===== config.mk =====
export PLATFORM = sky130hd
export DESIGN_NAME = pinport_top
export DESIGN_NICKNAME = d
export VERILOG_FILES = /design/src/rtl/pinport_pkg.sv /design/src/rtl/pinport_sync.sv /design/src/rtl/pinport_detect.sv /design/src/rtl/pinport_flags.sv /design/src/rtl/pinport_top.sv
export SDC_FILE = /design/constraint.sdc
export NUM_CORES = 1
export LEC_CHECK = 0
export BUFFER_PORTS_ARGS = -buffer_cell sky130_fd_sc_hd__clkbuf_2
export CORE_AREA = 2 2 256 258
export CTS_CLUSTER_SIZE = 30
export DETAILED_ROUTE_END_ITERATION = 8
export DIE_AREA = 0 0 258 260
export GPL_ROUTABILITY_DRIVEN = 0
export PLACE_DENSITY = 0.51
export SYNTH_ARGS = -nofsm -noshare
export SYNTH_HDL_FRONTEND = slang
export SYNTH_HIERARCHICAL = 1
export SYNTH_SLANG_ARGS = --single-unit

===== constraint.sdc =====
create_clock -name clk -period 3.9 [get_ports clk]
set_clock_uncertainty 0.15 [all_clocks]
set_input_delay 0.39 -clock clk [delete_from_list [all_inputs] [get_ports clk]]
set_output_delay 0.39 -clock clk [all_outputs]
set_load 0.02 [all_outputs]

===== src/rtl/pinport_pkg.sv =====
// Package: shared register offsets and trigger-mode codes for the pin port.
// Assumes a word-addressed register bus with a 4-bit offset.
package pinport_pkg;
    localparam int unsigned OFS_W = 4;

    localparam logic [OFS_W-1:0] OFS_OUT   = 4'd0;
    localparam logic [OFS_W-1:0] OFS_SET   = 4'd1;
    localparam logic [OFS_W-1:0] OFS_CLR   = 4'd2;
    localparam logic [OFS_W-1:0] OFS_INV   = 4'd3;
    localparam logic [OFS_W-1:0] OFS_DIR   = 4'd4;
    localparam logic [OFS_W-1:0] OFS_LEVEL = 4'd5;
    localparam logic [OFS_W-1:0] OFS_FLAG  = 4'd6;
    localparam logic [OFS_W-1:0] OFS_TRG0  = 4'd8;
    localparam logic [OFS_W-1:0] OFS_TRG1  = 4'd9;
    localparam logic [OFS_W-1:0] OFS_TRG2  = 4'd10;
    localparam logic [OFS_W-1:0] OFS_DMAEN = 4'd11;

    localparam logic [2:0] TRG_RISE = 3'd1;
    localparam logic [2:0] TRG_FALL = 3'd2;
    localparam logic [2:0] TRG_ANY  = 3'd3;
    localparam logic [2:0] TRG_HIGH = 3'd4;
    localparam logic [2:0] TRG_LOW  = 3'd5;
endpackage


===== src/rtl/pinport_sync.sv =====
// Module: two-flop synchronizer for every pin, plus one more stage holding
// the previous synchronized sample for edge detection.
// Assumes pin_i is asynchronous to clk; each bit is synchronized on its own.
module pinport_sync #(
    parameter int unsigned NPINS = 32
) (
    input  logic             clk,
    input  logic             rst_n,
    input  logic [NPINS-1:0] pin_i,
    output logic [NPINS-1:0] cur_o,
    output logic [NPINS-1:0] prev_o
);
    logic [NPINS-1:0] meta_q;
    logic [NPINS-1:0] sync_q;
    logic [NPINS-1:0] prev_q;
    logic [1:0]       settle_q;

    // Synchronizer chain and previous-sample register.
    always_ff @(posedge clk) begin
        if (!rst_n) begin
            meta_q <= '0;
            sync_q <= '0;
            prev_q <= '0;
        end else begin
            meta_q <= pin_i;
            sync_q <= meta_q;
            prev_q <= sync_q;
        end
    end

    // Counts edges since reset so the checks below skip the first cycles.
    always_ff @(posedge clk) begin
        if (!rst_n)               settle_q <= '0;
        else if (settle_q != 2'd3) settle_q <= settle_q + 2'd1;
    end

    assign cur_o  = sync_q;
    assign prev_o = prev_q;

    // the synchronized level is the pin level from two edges earlier.
    assert_sync_delay_R6: assert property (@(posedge clk) disable iff (!rst_n)
        (settle_q == 2'd3) |-> (sync_q == $past(pin_i, 2)));
endmodule


===== src/rtl/pinport_detect.sv =====
// Module: per-pin trigger decoder that turns the current and previous
// synchronized samples into a one-cycle detection for the selected mode.
// Assumes the mode is held in three bit-planes; unknown codes never fire.
module pinport_detect #(
    parameter int unsigned NPINS = 32
) (
    input  logic [NPINS-1:0] cur_i,
    input  logic [NPINS-1:0] prev_i,
    input  logic [NPINS-1:0] trg0_i,
    input  logic [NPINS-1:0] trg1_i,
    input  logic [NPINS-1:0] trg2_i,
    output logic [NPINS-1:0] hit_o
);
    import pinport_pkg::*;

    for (genvar n = 0; n < NPINS; n++) begin : g_pin
        logic [2:0] code;
        assign code = {trg2_i[n], trg1_i[n], trg0_i[n]};
        // Decode one pin's trigger mode into its detection.
        always_comb begin
            case (code)
                TRG_RISE: hit_o[n] =  cur_i[n] & ~prev_i[n];
                TRG_FALL: hit_o[n] = ~cur_i[n] &  prev_i[n];
                TRG_ANY:  hit_o[n] =  cur_i[n] ^  prev_i[n];
                TRG_HIGH: hit_o[n] =  cur_i[n];
                TRG_LOW:  hit_o[n] = ~cur_i[n];
                default:  hit_o[n] = 1'b0;
            endcase
        end
    end
endmodule


===== src/rtl/pinport_flags.sv =====
// Module: sticky per-pin flag bank. It is set by detections, cleared by
// write-one masks and, for pins in DMA mode, by completion pulses.
// Assumes clr_i is already qualified by a write to the flag offset.
module pinport_flags #(
    parameter int unsigned NPINS = 32
) (
    input  logic             clk,
    input  logic             rst_n,
    input  logic [NPINS-1:0] hit_i,
    input  logic [NPINS-1:0] clr_i,
    input  logic [NPINS-1:0] dma_en_i,
    input  logic [NPINS-1:0] dma_done_i,
    output logic [NPINS-1:0] flags_o
);
    logic [NPINS-1:0] flags_q;
    logic [NPINS-1:0] drop;

    assign drop = clr_i | (dma_en_i & dma_done_i);

    // Flag update: clears first, then a detection in the same cycle wins.
    always_ff @(posedge clk) begin
        if (!rst_n) flags_q <= '0;
        else        flags_q <= (flags_q & ~drop) | hit_i;
    end

    assign flags_o = flags_q;

    // a flag becomes set only after a detection on its pin.
    assert_no_spurious_set_R7: assert property (@(posedge clk) disable iff (!rst_n)
        (flags_q & ~$past(flags_q) & ~$past(hit_i)) == '0);
    // a detection always leaves the flag set, even with a clear.
    assert_hit_wins_R10: assert property (@(posedge clk) disable iff (!rst_n)
        $past(rst_n) |-> ((flags_q & $past(hit_i)) == $past(hit_i)));
    // completion on a DMA pin with no new detection drops the flag.
    assert_dma_done_clears_R11: assert property (@(posedge clk) disable iff (!rst_n)
        $past(rst_n) |-> ((flags_q & $past(dma_en_i & dma_done_i & ~hit_i)) == '0));
    // a flag that sees no clear and no completion holds its value.
    assert_flag_sticky_R9: assert property (@(posedge clk) disable iff (!rst_n)
        $past(rst_n) |-> ((~flags_q & $past(flags_q & ~drop)) == '0));
endmodule


===== src/rtl/pinport_top.sv =====
// Module: pin port register block. It decodes the bus, holds the output,
// direction, trigger and DMA-mode registers, and ties the synchronizer,
// detector and flag bank together.
// Assumes single-cycle write strobes and read data returned one cycle later.
module pinport_top #(
    parameter int unsigned NPINS = 32
) (
    input  logic                           clk,
    input  logic                           rst_n,
    input  logic [pinport_pkg::OFS_W-1:0]  bus_addr,
    input  logic                           bus_wr,
    input  logic [NPINS-1:0]               bus_wdata,
    input  logic                           bus_rd,
    output logic [NPINS-1:0]               bus_rdata,
    input  logic [NPINS-1:0]               pin_i,
    output logic [NPINS-1:0]               pin_o,
    output logic [NPINS-1:0]               pin_oe,
    input  logic [NPINS-1:0]               dma_done,
    output logic [NPINS-1:0]               dma_req,
    output logic                           irq_o
);
    import pinport_pkg::*;

    logic [NPINS-1:0] out_q, dir_q, trg0_q, trg1_q, trg2_q, dma_en_q;
    logic [NPINS-1:0] cur, prev, hit, flags, flag_clr;
    logic [NPINS-1:0] rdata_q;
    logic wr_set, wr_clr, wr_inv, wr_out_any;

    assign wr_set     = bus_wr && (bus_addr == OFS_SET);
    assign wr_clr     = bus_wr && (bus_addr == OFS_CLR);
    assign wr_inv     = bus_wr && (bus_addr == OFS_INV);
    assign wr_out_any = wr_set | wr_clr | wr_inv;
    assign flag_clr   = (bus_wr && (bus_addr == OFS_FLAG)) ? bus_wdata : '0;

    // Output register: changed only through the set, clear and invert strobes.
    always_ff @(posedge clk) begin
        if (!rst_n)      out_q <= '0;
        else if (wr_set) out_q <= out_q | bus_wdata;
        else if (wr_clr) out_q <= out_q & ~bus_wdata;
        else if (wr_inv) out_q <= out_q ^ bus_wdata;
    end

    // Plain read/write configuration registers.
    always_ff @(posedge clk) begin
        if (!rst_n) begin
            dir_q    <= '0;
            trg0_q   <= '0;
            trg1_q   <= '0;
            trg2_q   <= '0;
            dma_en_q <= '0;
        end else if (bus_wr) begin
            case (bus_addr)
                OFS_DIR:   dir_q    <= bus_wdata;
                OFS_TRG0:  trg0_q   <= bus_wdata;
                OFS_TRG1:  trg1_q   <= bus_wdata;
                OFS_TRG2:  trg2_q   <= bus_wdata;
                OFS_DMAEN: dma_en_q <= bus_wdata;
                default: ;
            endcase
        end
    end

    // Registered read mux; strobe-only and unused offsets return zero.
    always_ff @(posedge clk) begin
        if (!rst_n) rdata_q <= '0;
        else if (bus_rd) begin
            case (bus_addr)
                OFS_OUT:   rdata_q <= out_q;
                OFS_DIR:   rdata_q <= dir_q;
                OFS_LEVEL: rdata_q <= cur;
                OFS_FLAG:  rdata_q <= flags;
                OFS_TRG0:  rdata_q <= trg0_q;
                OFS_TRG1:  rdata_q <= trg1_q;
                OFS_TRG2:  rdata_q <= trg2_q;
                OFS_DMAEN: rdata_q <= dma_en_q;
                default:   rdata_q <= '0;
            endcase
        end
    end

    pinport_sync #(.NPINS(NPINS)) sync_i (
        .clk(clk), .rst_n(rst_n), .pin_i(pin_i), .cur_o(cur), .prev_o(prev));

    pinport_detect #(.NPINS(NPINS)) detect_i (
        .cur_i(cur), .prev_i(prev), .trg0_i(trg0_q), .trg1_i(trg1_q),
        .trg2_i(trg2_q), .hit_o(hit));

    pinport_flags #(.NPINS(NPINS)) flags_i (
        .clk(clk), .rst_n(rst_n), .hit_i(hit), .clr_i(flag_clr),
        .dma_en_i(dma_en_q), .dma_done_i(dma_done), .flags_o(flags));

    assign bus_rdata = rdata_q;
    assign pin_o     = out_q;
    assign pin_oe    = dir_q;
    assign dma_req   = flags & dma_en_q;
    assign irq_o     = |(flags & ~dma_en_q);

    // after a set strobe every masked output bit is high.
    assert_set_mask_R1: assert property (@(posedge clk) disable iff (!rst_n)
        ($past(rst_n) && $past(wr_set)) |-> ((pin_o & $past(bus_wdata)) == $past(bus_wdata)));
    // after a clear strobe every masked output bit is low.
    assert_clr_mask_R2: assert property (@(posedge clk) disable iff (!rst_n)
        ($past(rst_n) && $past(wr_clr)) |-> ((pin_o & $past(bus_wdata)) == '0));
    // after an invert strobe the outputs differ exactly in the mask.
    assert_inv_mask_R3: assert property (@(posedge clk) disable iff (!rst_n)
        ($past(rst_n) && $past(wr_inv)) |-> ((pin_o ^ $past(pin_o)) == $past(bus_wdata)));
    // without a strobe the outputs hold.
    assert_out_hold_R4: assert property (@(posedge clk) disable iff (!rst_n)
        ($past(rst_n) && !$past(wr_out_any)) |-> $stable(pin_o));
    // a pin not in DMA mode never raises a DMA request.
    assert_req_only_dma_R11: assert property (@(posedge clk) disable iff (!rst_n)
        (dma_req & ~dma_en_q) == '0);
endmodule


==> results_dict.tcl, run 1 <==
set metrics [dict create \
    worst_pin_slew_ns 0.984 \
    p_per_area_mw_per_mm2 390 \
    die_w_um 258 \
    rows 93 \
    post-route-drc-count 0 \
    cts_resized 0 \
    yosysWarnings 6 \
    ant_nets 0 \
    die_area_mm2 0.0671 \
    syn_area_mm2 0.0191 \
    wl_per_cell_um 21.9 \
    grt_antenna_before_repair 2 \
    synth_top_area_share_pct 37.0 \
    dp_slack_ns 0.987 \
    min_period_ns 3.06 \
    reg2reg_to "flags_i/flags_o[28]" \
    grt_use_met3_pct 3.96 \
    synthTopCellsByArea "dfxtp_1, ha_1, nand2_1" \
    nNetsFinal 2683 \
    synthesis.nets 2451 \
    layout_setup_ws_ns 0.839 \
    io_buffers 232 \
    core_area_mm2 0.0641 \
    clk_pin_slew_ns 0.06 \
    finalCritPeriodShare_pct 78.5 \
    root_buffer "clkbuf_16" \
    rsz0062_at_grt "false" \
    critPathMaxFanout 5 \
    grt_pass1_vias 17000 \
    grt_overflow 0 \
    netlist_instances 2219 \
    p_leak_nw 9.17 \
    cts-buffers-inserted 45 \
    synth_async_sr_flop_share_pct 0 \
    status "finished, final reports clean" \
    syn_to_final_growth_pct 20.3 \
    finalSetupTns_ns 0 \
    setup_violations 0 \
    avgSynthCellArea_um2 8.59 \
    first_iter_violations 1315 \
    grt_max_degree 215 \
    hold_depth 3 \
    ys.flop_type "dfxtp_1" \
    cts_tree "done" \
    track_usage_pct 21.4 \
    fill_cells 6584 \
    relSlewSlack_pct 34.4 \
    first_pass_iters 6 \
    gr-usage-met1_pct 27.4 \
    viasPerCell 5.13 \
    fmaxAchievable_mhz 327 \
    synth.yosys.seq_area_share_pct 37.0 \
    grt_use_met2_pct 35.4 \
    htreeDepth 2 \
    cp.arrival_ns 2.52 \
    drive_gt1_share_pct 16.4 \
    max_cap_violations 0 \
    clock-sinks 352 \
    p_total_mw 8.95 \
    reg2reg_slack_ns 2.06 \
    insertion_delay_ns 0.59 \
    routed_wl_mm 73.1 \
    reg2reg_depth 5 \
    ir_drop_mv 0.278 \
    grt.busiest_layer "met2" \
    vias 17100 \
    min_path_type "in2reg" \
    initial_core_util_pct 29.7 \
    cp.required_ns 3.36 \
    finalHoldViolations 0 \
    yosysTopAreaCell "dfxtp_1" \
    synth.distinct_cells 49 \
    synth_edf_count 0 \
    worstSetupPathType "reg2out" \
    clockBufferDepth 3 \
    dieHeight_um 260 \
    min_from "bus_wdata[20]" \
    cp-start-kind "flip-flop" \
    min_to "trg1_q[20]" \
    endpoint_kind "output port" \
    slew_viol_final 0 \
    dp_hpwl_mm 51.6 \
    grt_pass1_wl_mm 108 \
    diodes 0 \
    worstReg2RegStart "sync_i/cur_o[28]" \
    synth.ff_latch_count 352 \
    num_io_pins 233 \
]
-- final cells by class --
| type | count | area, µm² | share of cell area, % |
|---|---|---|---|
| clock buffer | 69 | 1340 | 5.83 |
| tap | 855 | 1070 | 4.67 |
| timing repair buffer | 318 | 1960 | 8.54 |
| inverter | 225 | 845 | 3.68 |
| multi-input combinational | 1509 | 10500 | 45.8 |
| sequential | 352 | 7050 | 30.7 |
| clock inverter | 9 | 170 | 0.742 |
-- critical path, cell delays in order (launching register included) --
cell,delay (ns)
dfxtp_1,0.42
o22ai_1,0.17
nor4_1,0.72
nand4_1,0.39
clkbuf_2,0.26
-- Yosys cell counts (18+ instances only) --
master,count
nand2_1,346
inv_1,225
a21oi_1,26
nor2_1,18
nor2b_1,77
o22ai_1,33
a21boi_0,119
buf_2,55
and2_1,161
o21ai_0,40
a22oi_1,96
a21boi_1,41
o221a_2,32
a211oi_1,33
a31oi_1,38
o221ai_1,18
a21o_1,34
clkbuf_1,52
nand2b_1,56
dfxtp_1,352
o21a_1,32
ha_1,128
mux2i_1,74
mux2_2,26
-- power breakdown --
group / internal [mW] / total [mW] / leakage (nW) / switching (mW)
clock: 2.67 / 4.34 / 0.741 / 1.68
combinational: 0.322 / 0.823 / 5.57 / 0.501
sequential: 3.68 / 3.79 / 2.86 / 0.103
-- how the worst max path moves through the flow --
| stage | cells past startpoint | to | startpoint | slack [ns] |
|---|---|---|---|---|
| global route | 4 | irq_o | dma_en_q[13] | 0.79 |
| floorplan | 6 | bus_rdata[19] | bus_addr[0] | 2.09 |
| finish | 4 | irq_o | dma_en_q[14] | 0.84 |
| global placement | 6 | bus_rdata[17] | bus_addr[1] | 1.06 |
| detailed placement | 6 | bus_rdata[1] | bus_addr[1] | 0.99 |
| CTS | 4 | irq_o | dma_en_q[13] | 0.85 |
-- cell usage in the layout, fill, tap and decap left out, drive strengths merged, types with 3 or more instances in the layout --
cell type / count
dfxtp: 352
nand2: 347
clkbuf: 300
inv: 225
and2: 161
a21boi: 160
ha: 128
a22oi: 96
nor2b: 77
mux2i: 74
nand2b: 56
dlygate4sd3: 46
buf: 41
o21ai: 40
a31oi: 38
a21o: 34
o22ai: 33
a211oi: 33
o221a: 33
o21a: 32
mux2: 26
a21oi: 26
o221ai: 18
nor2: 18
a221oi: 14
a32oi: 12
a32o: 8
a2bb2oi: 8
a22o: 8
bufinv: 5
nor4: 4
nand3: 4
clkinv: 4
a211o: 4
and3: 3
-- logic make-up after synthesis --
group                    share of synthesized area (%)
AND/OR/NAND/NOR                                   17.7
AO/OA/AOI/OAI                                     23.4
buffers and inverters                             8.12
flip-flops                                        37.0
adder cells (fa/ha/maj)                           8.40
multiplexers                                      5.42
-- through the flow --
step / hold slack, ns / std cells / area [µm²] / util (%)
4_1_cts: 0.000602 / 3337 / 22900 / 35.8
5_1_grt: 0.0138 / 3337 / 22900 / 35.8
2_1_floorplan: 0.262 / 2219 / 19100 / -
3_3_place_gp: 0.269 / 3213 / 21000 / 32.7
3_5_place_dp: 0.273 / 3213 / 21000 / 32.7
6_report: 0.0198 / 3337 / 22900 / 35.8
-- layer usage --
| layer | up-vias | part of all wire (%) |
|---|---|---|
| met4 | 4 | 3.9 |
| met5 | - | 0.030 |
| met3 | 134 | 7.4 |
| met2 | 656 | 46 |
| met1 | 8311 | 43 |
| li1 | 8024 | - |
-- sequential cells by signal, indices dropped and copies added (netlist names) --
register         count
sync_i/cur_o        32
dma_en_q            32
flags_i/flags_o     32
bus_rdata           32
pin_o               32
sync_i/prev_o       32
trg2_q              32
sync_i/meta_q       32
trg1_q              32
pin_oe              32
trg0_q              32
-- repair_timing --
action | in CTS | in global routing
hold endpoints to repair | 46 | 0
hold buffers | 46 | 0
setup buffers | 0 | 0
Power figures use the tool's default switching activity.
==> inputs of run 2 (changes only) <==
clock period = 3 ns   (was 3.9 ns; I/O delays follow)
==> run 2 against run 1 <==
  * Power up 26%
  * Via count up 1.3%
  * Combinational power is 37% higher
  * Critical endpoint unchanged
  * Largest power group unchanged
==> results_dict.tcl, run 2 (synthesis results as in run 1) <==
set metrics [dict create \
    status "finished, final reports clean" \
    postCtsSetupRepairBufs 0 \
    dp.cells 3221 \
    seqPwrFrac_pct 43.6 \
    routed_wl_mm 73.8 \
    combPwrFrac_pct 9.9 \
    finalCritPeriodShare_pct 90.1 \
    initial_core_util_pct 29.7 \
    min_path_type "in2reg" \
    max_cap_violations 0 \
    clockBufferDepth 3 \
    ir_drop_mv 0.326 \
    viasPerCell 5.11 \
    finalHoldViolations 0 \
    vias 17400 \
    cp-start-kind "flip-flop" \
    fmaxAchievable_mhz 370 \
    relSlewSlack_pct 43.3 \
    grt_pass1_vias 17400 \
    syn_to_final_growth_pct 22.9 \
    clock-sinks 352 \
    final_cells 3393 \
    reg2reg_slack_ns 1.19 \
    post-route-drc-count 0 \
    clk_pin_slew_ns 0.06 \
    finalSetupTns_ns 0 \
    first_iter_violations 1350 \
    cts_tree "done" \
    cp.arrival_ns 2.25 \
    setup_violations 0 \
    switching_share_pct 26.0 \
    reg2reg_depth 6 \
    min_period_ns 2.70 \
    io_buffers 232 \
    final_cell_mix "dfxtp_1, nand2_1, clkbuf_2" \
    reg2reg_to "flags_i/flags_o[15]" \
    critPathMaxFanout 5 \
    nNetsFinal 2739 \
    ant_nets 0 \
    drive_gt1_share_pct 16.3 \
    dp_hpwl_mm 52.6 \
    grt_antenna_before_repair 4 \
    hold_depth 3 \
    cts-buffers-inserted 44 \
    core_area_mm2 0.0641 \
    worstSetupPathType "reg2out" \
    min_from "bus_wdata[2]" \
    internal_power_mw 8.38 \
    die_area_mm2 0.0671 \
    grt_max_degree 145 \
    insertion_delay_ns 0.58 \
    endpoint_kind "output port" \
    worst_pin_slew_ns 0.851 \
    grt_pass1_wl_mm 110 \
    grt_overflow 0 \
    p_per_area_mw_per_mm2 483 \
    slew_viol_final 0 \
    final_common_cell "dfxtp_1" \
    p_total_mw 11.3 \
    p_leak_nw 9.38 \
    num_io_pins 233 \
    min_to "pin_oe[2]" \
    track_usage_pct 21.7 \
    htreeDepth 2 \
    rsz0062_at_grt "false" \
    p_switching_mw 2.94 \
    rows 93 \
    cp.required_ns 2.55 \
    p_clk_share_pct 46.5 \
    dieHeight_um 260 \
    wl_per_cell_um 21.7 \
    root_buffer "clkbuf_16" \
    die_w_um 258 \
    first_pass_iters 6 \
    worstReg2RegStart "sync_i/cur_o[15]" \
]
==> run 2: how the worst max path moves through the flow <==
stage                      startpoint             to  slack (ns)  cells past startpoint
after CTS                 dma_en_q[0]          irq_o        0.23                      4
after detailed placement  bus_addr[2]  bus_rdata[13]        0.72                      6
final                     dma_en_q[0]          irq_o        0.30                      4
after global placement    bus_addr[0]   bus_rdata[7]        0.75                      7
after floorplan           bus_addr[0]  bus_rdata[19]        1.28                      6
after global routing      dma_en_q[0]          irq_o        0.20                      4
==> run 2: power by group through the flow <==
| stage | Sequential [mW] | Combinational, mW | Clock [mW] |
|---|---|---|---|
| after global placement | 5.03 | 0.995 | 0 |
| after CTS | 4.93 | 1.13 | 5.41 |
| after detailed placement | 5.03 | 1.03 | 0 |
| final | 4.93 | 1.13 | 5.26 |
| after global routing | 4.94 | 1.23 | 5.59 |
| after floorplan | 5.00 | 0.588 | 0 |
==> run 2: per-layer routing <==
layer  up-vias  wire, µm  global-route usage (%)
li1       8143         -                       -
met1      8385     31700                    28.0
met2       660     34000                    35.8
met3       158      4590                    3.38
met4         6      3470                    9.78
met5         -        44                       0
==> run 2: per-stage QoR <==
step	setup slack, ns	cell area (µm²)	hold slack (ns)	utilization, %
3_5_place_dp	0.716	21100	0.268	32.9
4_1_cts	0.231	23400	0.00551	36.5
2_1_floorplan	1.28	19100	0.262	-
5_1_grt	0.204	23400	0.0245	36.5
3_3_place_gp	0.748	21100	0.266	32.9
6_report	0.297	23400	0.00758	36.5
==> run 2: layout make-up <==
class,instances,area (µm²)
Antenna cell,2,5.00
Clock buffer,69,1340
Clock inverter,6,57.6
Fill cell,6625,40700
Inverter,225,845
Multi-Input combinational cell,1509,10500
Sequential cell,352,7050
Tap cell,855,1070
Timing Repair Buffer,375,2570
==> run 2: repair_timing <==
item	in CTS	in global routing
gates resized for setup	0	0
hold buffers	95	0
endpoints found under the hold margin	212	0
==> run 2: worst max-delay path: stages (launching register included) <==
cell and delay (ns):
dfxtp_1 0.44, o22ai_1 0.18, nor4_1 0.55, nand4_1 0.29, clkbuf_2 0.23
